File: src/rtl/te_gate_pkg.sv
package te_gate_pkg;
    parameter int unsigned RATIO_W = 4;
    parameter int unsigned TTEW_W  = 16;
    parameter int unsigned LEN_W   = 19;

    typedef enum logic [1:0] {
        SYNC_NONE = 2'd0,
        SYNC_RISE = 2'd1,
        SYNC_FALL = 2'd2,
        SYNC_RSVD = 2'd3
    } sync_mode_e;

    typedef enum logic [1:0] {
        ST_IDLE,
        ST_EDGE,
        ST_DELAY,
        ST_FIRE
    } gate_state_e;
endpackage

File: src/rtl/te_edge_det.sv
module te_edge_det (
    input  logic clk,
    input  logic rst_n,
    input  logic te_i,
    output logic rise_o,
    output logic fall_o
);
    typedef struct packed {
        logic s1;
        logic s2;
        logic prev;
    } det_t;

    det_t r_d, r_q;

    always_comb begin
        r_d      = r_q;
        r_d.s1   = te_i;
        r_d.s2   = r_q.s1;
        r_d.prev = r_q.s2;
    end

    always_ff @(posedge clk or negedge rst_n) begin
        if (!rst_n) r_q <= '0;
        else        r_q <= r_d;
    end

    assign rise_o = r_q.s2 & ~r_q.prev;
    assign fall_o = ~r_q.s2 & r_q.prev;
endmodule

File: src/rtl/te_tick_gen.sv
module te_tick_gen #(
    parameter int unsigned RATIO_W = 4
) (
    input  logic               clk,
    input  logic               rst_n,
    input  logic               run_i,
    input  logic [RATIO_W-1:0] ratio0_i,
    input  logic [RATIO_W-1:0] ratio1_i,
    output logic               tick_o
);
    localparam int unsigned CNT_W = 1 << RATIO_W;

    typedef struct packed {
        logic [CNT_W-1:0] cnt0;
        logic [CNT_W-1:0] cnt1;
    } tick_t;

    tick_t r_d, r_q;
    logic [CNT_W-1:0] lim0, lim1;
    logic tick0;

    always_comb begin
        lim0   = (CNT_W'(1) << ratio0_i) - CNT_W'(1);
        lim1   = (CNT_W'(1) << ratio1_i) - CNT_W'(1);
        tick0  = run_i && (r_q.cnt0 == lim0);
        tick_o = tick0 && (r_q.cnt1 == lim1);
        r_d    = r_q;
        if (!run_i) begin
            r_d = '0;
        end else begin
            r_d.cnt0 = tick0 ? '0 : r_q.cnt0 + CNT_W'(1);
            if (tick0) r_d.cnt1 = tick_o ? '0 : r_q.cnt1 + CNT_W'(1);
        end
    end

    always_ff @(posedge clk or negedge rst_n) begin
        if (!rst_n) r_q <= '0;
        else        r_q <= r_d;
    end
endmodule

File: src/rtl/te_tx_gate.sv
module te_tx_gate
    import te_gate_pkg::*;
#(
    parameter int unsigned P_RATIO_W = te_gate_pkg::RATIO_W,
    parameter int unsigned P_TTEW_W  = te_gate_pkg::TTEW_W,
    parameter int unsigned P_LEN_W   = te_gate_pkg::LEN_W
) (
    input  logic                 clk,
    input  logic                 rst_n,
    input  logic                 te_i,
    input  logic                 cmd_valid_i,
    output logic                 cmd_ready_o,
    input  logic [1:0]           cmd_sync_i,
    input  logic [P_LEN_W-1:0]   cmd_len_i,
    input  logic [P_RATIO_W-1:0] ratio0_i,
    input  logic [P_RATIO_W-1:0] ratio1_i,
    input  logic [P_TTEW_W-1:0]  ttew_i,
    output logic                 go_o,
    output logic [P_LEN_W-1:0]   go_len_o
);
    typedef struct packed {
        gate_state_e            state;
        sync_mode_e             mode;
        logic [P_RATIO_W-1:0]   r0;
        logic [P_RATIO_W-1:0]   r1;
        logic [P_TTEW_W-1:0]    left;
        logic [P_LEN_W-1:0]     len;
    } gate_t;

    gate_t r_d, r_q;
    logic rise, fall, tick, hit, accept;

    te_edge_det u_edge (
        .clk    (clk),
        .rst_n  (rst_n),
        .te_i   (te_i),
        .rise_o (rise),
        .fall_o (fall)
    );

    te_tick_gen #(.RATIO_W(P_RATIO_W)) u_tick (
        .clk      (clk),
        .rst_n    (rst_n),
        .run_i    (r_q.state == ST_DELAY),
        .ratio0_i (r_q.r0),
        .ratio1_i (r_q.r1),
        .tick_o   (tick)
    );

    always_comb begin
        r_d    = r_q;
        accept = cmd_valid_i && (r_q.state == ST_IDLE);
        hit    = ((r_q.mode == SYNC_RISE) && rise) ||
                 ((r_q.mode == SYNC_FALL) && fall);
        unique case (r_q.state)
            ST_IDLE: begin
                if (accept) begin
                    r_d.mode = sync_mode_e'(cmd_sync_i);
                    r_d.r0   = ratio0_i;
                    r_d.r1   = ratio1_i;
                    r_d.left = ttew_i;
                    r_d.len  = cmd_len_i;
                    if (cmd_sync_i == SYNC_RISE || cmd_sync_i == SYNC_FALL)
                        r_d.state = ST_EDGE;
                    else
                        r_d.state = ST_FIRE;
                end
            end
            ST_EDGE: begin
                if (hit) r_d.state = (r_q.left == '0) ? ST_FIRE : ST_DELAY;
            end
            ST_DELAY: begin
                if (tick) begin
                    if (r_q.left == P_TTEW_W'(1)) r_d.state = ST_FIRE;
                    else r_d.left = r_q.left - P_TTEW_W'(1);
                end
            end
            ST_FIRE: r_d.state = ST_IDLE;
            default: r_d.state = ST_IDLE;
        endcase
    end

    always_ff @(posedge clk or negedge rst_n) begin
        if (!rst_n) begin
            r_q       <= '0;
            r_q.state <= ST_IDLE;
            r_q.mode  <= SYNC_NONE;
        end else begin
            r_q <= r_d;
        end
    end

    assign cmd_ready_o = (r_q.state == ST_IDLE);
    assign go_o        = (r_q.state == ST_FIRE);
    assign go_len_o    = r_q.len;
endmodule

File: config.mk
export PLATFORM = sky130hd
export DESIGN_NAME = te_tx_gate
export DESIGN_NICKNAME = d
export VERILOG_FILES = /design/src/rtl/te_gate_pkg.sv /design/src/rtl/te_edge_det.sv /design/src/rtl/te_tick_gen.sv /design/src/rtl/te_tx_gate.sv
export SDC_FILE = /design/constraint.sdc
export NUM_CORES = 1
export LEC_CHECK = 0
export BUFFER_PORTS_ARGS = -buffer_cell sky130_fd_sc_hd__buf_2
export CAP_MARGIN = 20
export CORE_ASPECT_RATIO = 1.5
export CORE_MARGIN = 2
export CORE_UTILIZATION = 30
export DETAILED_ROUTE_END_ITERATION = 16
export GPL_ROUTABILITY_DRIVEN = 0
export PLACE_DENSITY = 0.44
export SLEW_MARGIN = 20
export SYNTH_ARGS = -nofsm -noshare
export SYNTH_HDL_FRONTEND = slang
export SYNTH_SLANG_ARGS = --single-unit
export TNS_END_PERCENT = 5
File: constraint.sdc
create_clock -name clk -period 6.8 [get_ports clk]
set_input_delay 0.34 -clock clk [delete_from_list [all_inputs] [get_ports clk]]
set_output_delay 0.34 -clock clk [all_outputs]
set_load 0.02 [all_outputs]
==> flow_summary.toml, run 1 <==
[outcome]
outcome = "finished, final reports clean"

[cts]
numCtsBuffers = 9
insertion_delay_ns = 0.36
cts-resized-gates = 0
ctsHtreeMaxLevel = 3
clk_pin_slew_ns = 0.07
cts.sinks = 82
clock_path_buffers = 2
cts-root-buf = "clkbuf_16"
postCtsSetupBuffers = 0
cts_tree = "yes"

[global_routing]
grt_pass1_vias = 4341
grt_usage = 0.1482
grt_antenna_before_repair = 0
grt_max_degree = 47
grt_pass1_wl_mm = 22.32
grt_overflow = 0

[drt]
final_antenna_net_count = 0
num_vias = 4325
top_layer = "met4"
met2_length_mm = 7.194
vias_per_cell = 5.307
wl_per_cell_um = 16.95
drt_iter0_drc = 213
drc = 0
routedLengthMet1_mm = 5.735
wl_met3_um = 411
drt-pass1-iter-count = 4
wl_mm = 13.82

[worst_setup_path]
crit_top_cell = "nor3_2"
max_stage_delay_ns = 1.02
regToRegSetupSlack_ns = 2.44
end_kind = "flop"
cpMaxStageDelayCell = "nor4_2"
cp_max_fo = 19
cp_cell_sequence = "nor3_2 > nand2_1 > ha_1 > nor3_2 > o2111a_1 > a211oi_1 > nor4_1 > nand3_1 > nor4_2 > nor2_1 > a221o_1"
start_kind = "flop"
crit_end = "r_q[23]"
worstSetupPathType = "reg2reg"
rr_startpoint = "r_q[41]"
startpoint = "r_q[41]"
cp_data_arrival_time_ns = 4.60
r2r_cells = 11
r2r-end = "r_q[23]"
crit_required_ns = 7.05

[synth]
synth_edf_count = 0
async_reset_ff_frac = 1.000
synth_area_sq_mm = 0.005284
yosysUniqueCellTypes = 76
syn_inst = 563
syn-num-nets = 622
synth_area_per_cell_sq_um = 9.385
ys_seq_elements = 82
yosysWarnings = 0
yosysSeqAreaShare = 0.3883
synthFlopType = "dfrtp_1"

[finish]
final_util = 0.3425
nets = 656
finalNonFillerCells = 815
antenna_cells = 0
area_delta_synth_final_pct = 11.98
design_area_sq_mm = 0.005917
multiInputGateArea_sq_mm = 0.002823
regArea_sq_mm = 0.002052
fillers = 1830
drive_above_1_share = 0.2276

[placement]
portBuffers = 69
placedCellCount = 798
hpwl_mm = 10.06
pre_cts_ws_ns = 2.515
placed_area_sq_mm = 0.005598

[sta]
finalCritPeriodShare = 0.6407
timing.hold.ws_ns = 0.09508
hold_violations = 0
slew_headroom = 0.2701
finalSetupTns_ns = 0
setup_viol = 0
timing.fmax_ghz = 0.2295
fin_ws_ns = 2.443
post-route-min-period_ns = 4.357
drv_slew = 0
rsz0062_at_grt = "false"
fin_skew_ns = 0.009152
tightest_slew_ns = 1.086

[power_and_ir_drop]
pwr-share-seq = 0.471
clkPwrFrac = 0.504
finalPower_mw = 1.037
intPower_uw = 791.5
p_switching_uw = 245.6
swShare = 0.2368
power_density_mw_per_mm2 = 175.3
ir_drop_mv = 0.08344
combPwrFrac = 0.025
p_leak_nw = 2.625

[floorplanning]
die_w_um = 112.4
die_area_sq_mm = 0.01871
ios = 70
start_util = 0.3059
die_h_um = 166.5
core-area_sq_mm = 0.01727
rows = 59

[hold_path]
hp-class = "in2reg"

[job]
drv_cap = 0
Yosys cell counts, drive strengths merged, types with 7 or more instances:
master  instances  area (sq um)
xnor2          13         113.9
dfrtp          82          2052
nand4          12         75.07
ha             10         125.1
or3             7         48.80
nand2          46         172.7
a221o           8         80.08
nor2           44         167.7
nor3b           9         77.57
buf            42         304.0
clkbuf         11         41.29
nor3           20         115.1
and2           10         62.56
mux2           31         349.1
o31ai           7         52.55
nand3          26         135.1
xor2           13         113.9
inv            17         63.81
a21oi          16         80.08
nor4           10         75.07
o21ai          21         105.1
and3           11         68.82
timing repair:
item | 4_1_cts | 5_1_grt
setup endpoints to repair | 0 | 0
hold endpoints to repair | 36 | 0
hold buffers | 1 | 0
critical path: cells and delay by family, from the launching register on:
kind,cells,cell delay (ns)
compound gates,3,0.70
fa+ha+maj,1,0.35
flops,1,0.58
simple gates,7,2.62
registers in the layout (all words and copies together), names as in the netlist:
| name | flops |
|---|---|
| u_edge.r_d | 2 |
| u_tick.r_q | 32 |
| go_len_o | 19 |
| r_q | 28 |
| u_edge.r_q | 1 |
power by group through the flow:
stage | combinational (mW) | sequential (mW) | clock [mW]
floorplan | 0.00102 | 0.498 | 0
global placement | 0.0266 | 0.498 | 0
detailed placement | 0.0269 | 0.498 | 0
CTS | 0.0274 | 0.489 | 0.537
global route | 0.0300 | 0.489 | 0.557
finish | 0.0259 | 0.489 | 0.522
how the worst min path moves through the flow:
stage               startpoint             end  slack, ns  cells after the start
finish                    te_i   u_edge.r_d[1]        0.1                      1
global route              te_i   u_edge.r_d[1]       0.09                      1
CTS                       te_i   u_edge.r_d[1]       0.09                      1
detailed placement       rst_n  u_tick.r_q[23]       0.33                      1
global placement         rst_n  u_tick.r_q[23]       0.33                      1
floorplan                rst_n     go_len_o[0]       0.04                      0
kinds of logic after synthesis:
kind of cell,after synthesis,share of synthesized area
flops,82,0.3883
compound gates,117,0.1620
simple gates,225,0.2356
buf+inv,70,0.07743
xor+xnor,26,0.04310
mux,33,0.06985
fa+ha+maj,10,0.02368
area by class of cell:
cell class | count | share of cell area
Sequential cell | 82 | 0.3468
Inverter | 17 | 0.01078
Clock inverter | 7 | 0.01417
Multi-Input combinational cell | 411 | 0.4771
Clock buffer | 9 | 0.03806
Timing Repair Buffer | 76 | 0.06809
Tap cell | 213 | 0.04504
routing by layer:
layer  up-vias  global-route usage
li1       2123                   -
met4         0             0.08112
met5         -                   0
met2        89              0.2575
met3        26             0.02001
met1      2087              0.1750
layout by cell type, fill, tap and decap left out, types with 9 or more instances in the layout:
master	n
xor2_1	13
a21oi_1	16
nand3_1	25
o21ai_0	20
clkbuf_16	9
nand2_1	46
xnor2_1	13
ha_1	10
inv_1	17
and3_1	11
nor3_1	17
buf_2	68
nand4_1	12
nor2_1	43
dfrtp_1	82
mux2_2	30
and2_1	9
No activity file was read; power rests on OpenSTA's default activity.
==> inputs of run 2 (changes only) <==
- PLACE_DENSITY: 0.44 -> 0.46
- clock period: 6.8 -> 3.8 ns (I/O delays scaled with it)
==> run 2 against run 1 <==
Compared with the run above:
- routed wire length fell by 1.3%
- sequential share of layout area decreased by 0.48 points
- maximum frequency rose by 26%
- first-iteration DRC count fell by 14%
- largest power group unchanged
- clock power grew 72%
- flip-flop and latch count is the same
- total power increased by 75%
- global-route usage rose by 0.25 points
- final cell count grew 1.5%
- cell area is 1.4% higher
- clock skew up 0.0020 ns
==> flow_summary.toml, run 2 (synthesis gave the netlist of run 1 again) <==
[cts]
ctsHtreeMaxLevel = 3
clock_path_buffers = 2
cts_tree = "yes"
clk_pin_slew_ns = 0.07
numCtsBuffers = 9
hold_buffers = 2
cts-resized-gates = 0
cts.sinks = 82
cts-root-buf = "clkbuf_16"
insertion_delay_ns = 0.35
postCtsSetupBuffers = 0

[placement]
portBuffers = 69
placedCellCount = 809
hpwl_mm = 10.01

[power_and_ir_drop]
clkPwrFrac = 0.493
intPower_mw = 1.364
pwr-share-seq = 0.481
swShare = 0.2495
ir_drop_mv = 0.1627
p_switching_uw = 453.5
p_leak_nw = 2.687
combPwrFrac = 0.026
power_density_mw_per_mm2 = 303.0

[sta]
hold_violations = 0
fin_skew_ns = 0.01115
rsz0062_at_grt = "false"
drv_slew = 0
slew_headroom = 0.4856
finalSetupTns_ns = 0
setup_viol = 0
finalCritPeriodShare = 0.9079
timing.fmax_ghz = 0.2898
post-route-min-period_ns = 3.450
tightest_slew_ns = 0.7657

[drt]
drt-pass1-iter-count = 5
top_layer = "met4"
vias_per_cell = 5.244
drt_iter0_drc = 183
routedLengthMet1_mm = 5.588
wl_mm = 13.63
drc = 0
wl_per_cell_um = 16.48
met2_length_mm = 7.123
wl_met3_um = 443
num_vias = 4337
final_antenna_net_count = 0

[worst_setup_path]
start_kind = "flop"
max_stage_delay_ns = 0.61
crit_required_ns = 4.06
end_kind = "flop"
crit_end = "u_tick.r_q[0]"
rr_startpoint = "r_q[39]"
cp_max_fo = 14
cp_cell_sequence = "inv_1 > nand2_1 > ha_1 > or3b_1 > and2_0 > o221ai_1 > nand3_1 > buf_4 > o21ai_1 > nand3_1 > mux2i_1"
r2r_cells = 11
cp_data_arrival_time_ns = 3.71
crit_top_cell = "nand3_1"
regToRegSetupSlack_ns = 0.35
startpoint = "r_q[39]"
r2r-end = "u_tick.r_q[0]"
worstSetupPathType = "reg2reg"
cpMaxStageDelayCell = "dfrtp_1"

[finish]
finalNonFillerCells = 827
antenna_cells = 0
nets = 668
layout_common_cells = "dfrtp_1 (82), buf_2 (68), nand2_1 (46), nor2_1 (43), mux2_2 (30)"
area_delta_synth_final_pct = 13.54
drive_above_1_share = 0.2410
regMostFlops = "u_tick.r_q"
largest_register_ffs = 32
final_util = 0.3473
final_common_cell = "dfrtp_1"

[outcome]
outcome = "finished, final reports clean"

[floorplanning]
die_w_um = 112.4
start_util = 0.3059
ios = 70
core-area_sq_mm = 0.01727
rows = 59
die_h_um = 166.5
die_area_sq_mm = 0.01871

[hold_path]
hp-class = "in2reg"
min_from = "ttew_i[7]"

[global_routing]
grt_pass1_wl_mm = 22.63
grt_usage = 0.1507
grt_overflow = 0
grt_antenna_before_repair = 0
grt_pass1_vias = 4282
grt_max_degree = 49

[job]
drv_cap = 0
-- run 2: how the worst min path moves through the flow --
stage          slack [ns]              to  cells past startpoint
3_3_place_gp         0.28  u_tick.r_q[22]                      1
6_report             0.05         r_q[26]                      2
3_5_place_dp         0.27  u_tick.r_q[22]                      1
2_1_floorplan       -0.11     go_len_o[0]                      0
4_1_cts              0.04         r_q[26]                      2
5_1_grt              0.04         r_q[26]                      2
-- run 2: power groups by stage --
stage                     Sequential, mW  Clock, mW  Combinational (mW)
after floorplan                    0.892          0             0.00182
after global placement             0.891          0              0.0473
after detailed placement           0.892          0              0.0481
after CTS                          0.874      0.928              0.0499
after global routing               0.874      0.965              0.0552
final                              0.874      0.896              0.0473
-- run 2: metal layers --
layer,track usage,up-vias
li1,-,2133
met3,0.02984,25
met2,0.2598,86
met5,0,-
met1,0.1786,2093
met4,0.07105,0
-- run 2: final cells by class --
type	count	area [sq um]
Clock buffer	9	225.2
Clock inverter	7	73.82
Fill cell	1792	11270
Inverter	17	63.81
Multi-Input combinational cell	411	2823
Sequential cell	82	2052
Tap cell	213	266.5
Timing Repair Buffer	88	495.5
-- run 2: per-stage QoR --
stage / instance area [sq um] / total power, mW / hold WS (ns) / worst slack [ns]
after global routing: 6000 / 1.895 / 0.04231 / 0.03786
after floorplan: 5284 / 0.8934 / -0.1056 / 0.6978
after CTS: 6000 / 1.852 / 0.04105 / 0.3169
after detailed placement: 5680 / 0.9397 / 0.2722 / 0.3574
final: 6000 / 1.818 / 0.05183 / 0.3499
after global placement: 5680 / 0.9388 / 0.2761 / 0.3647
-- run 2: worst max-delay path, delay by kind of cell (launching register included) --
kind                       cells  cell delay, ns
adders and majority gates      1            0.40
buffers and inverters          2            0.32
muxes                          1            0.23
AOI/OAI and AO/OA              2            0.71
and+or+nand+nor                5            1.10
DFF                            1            0.61
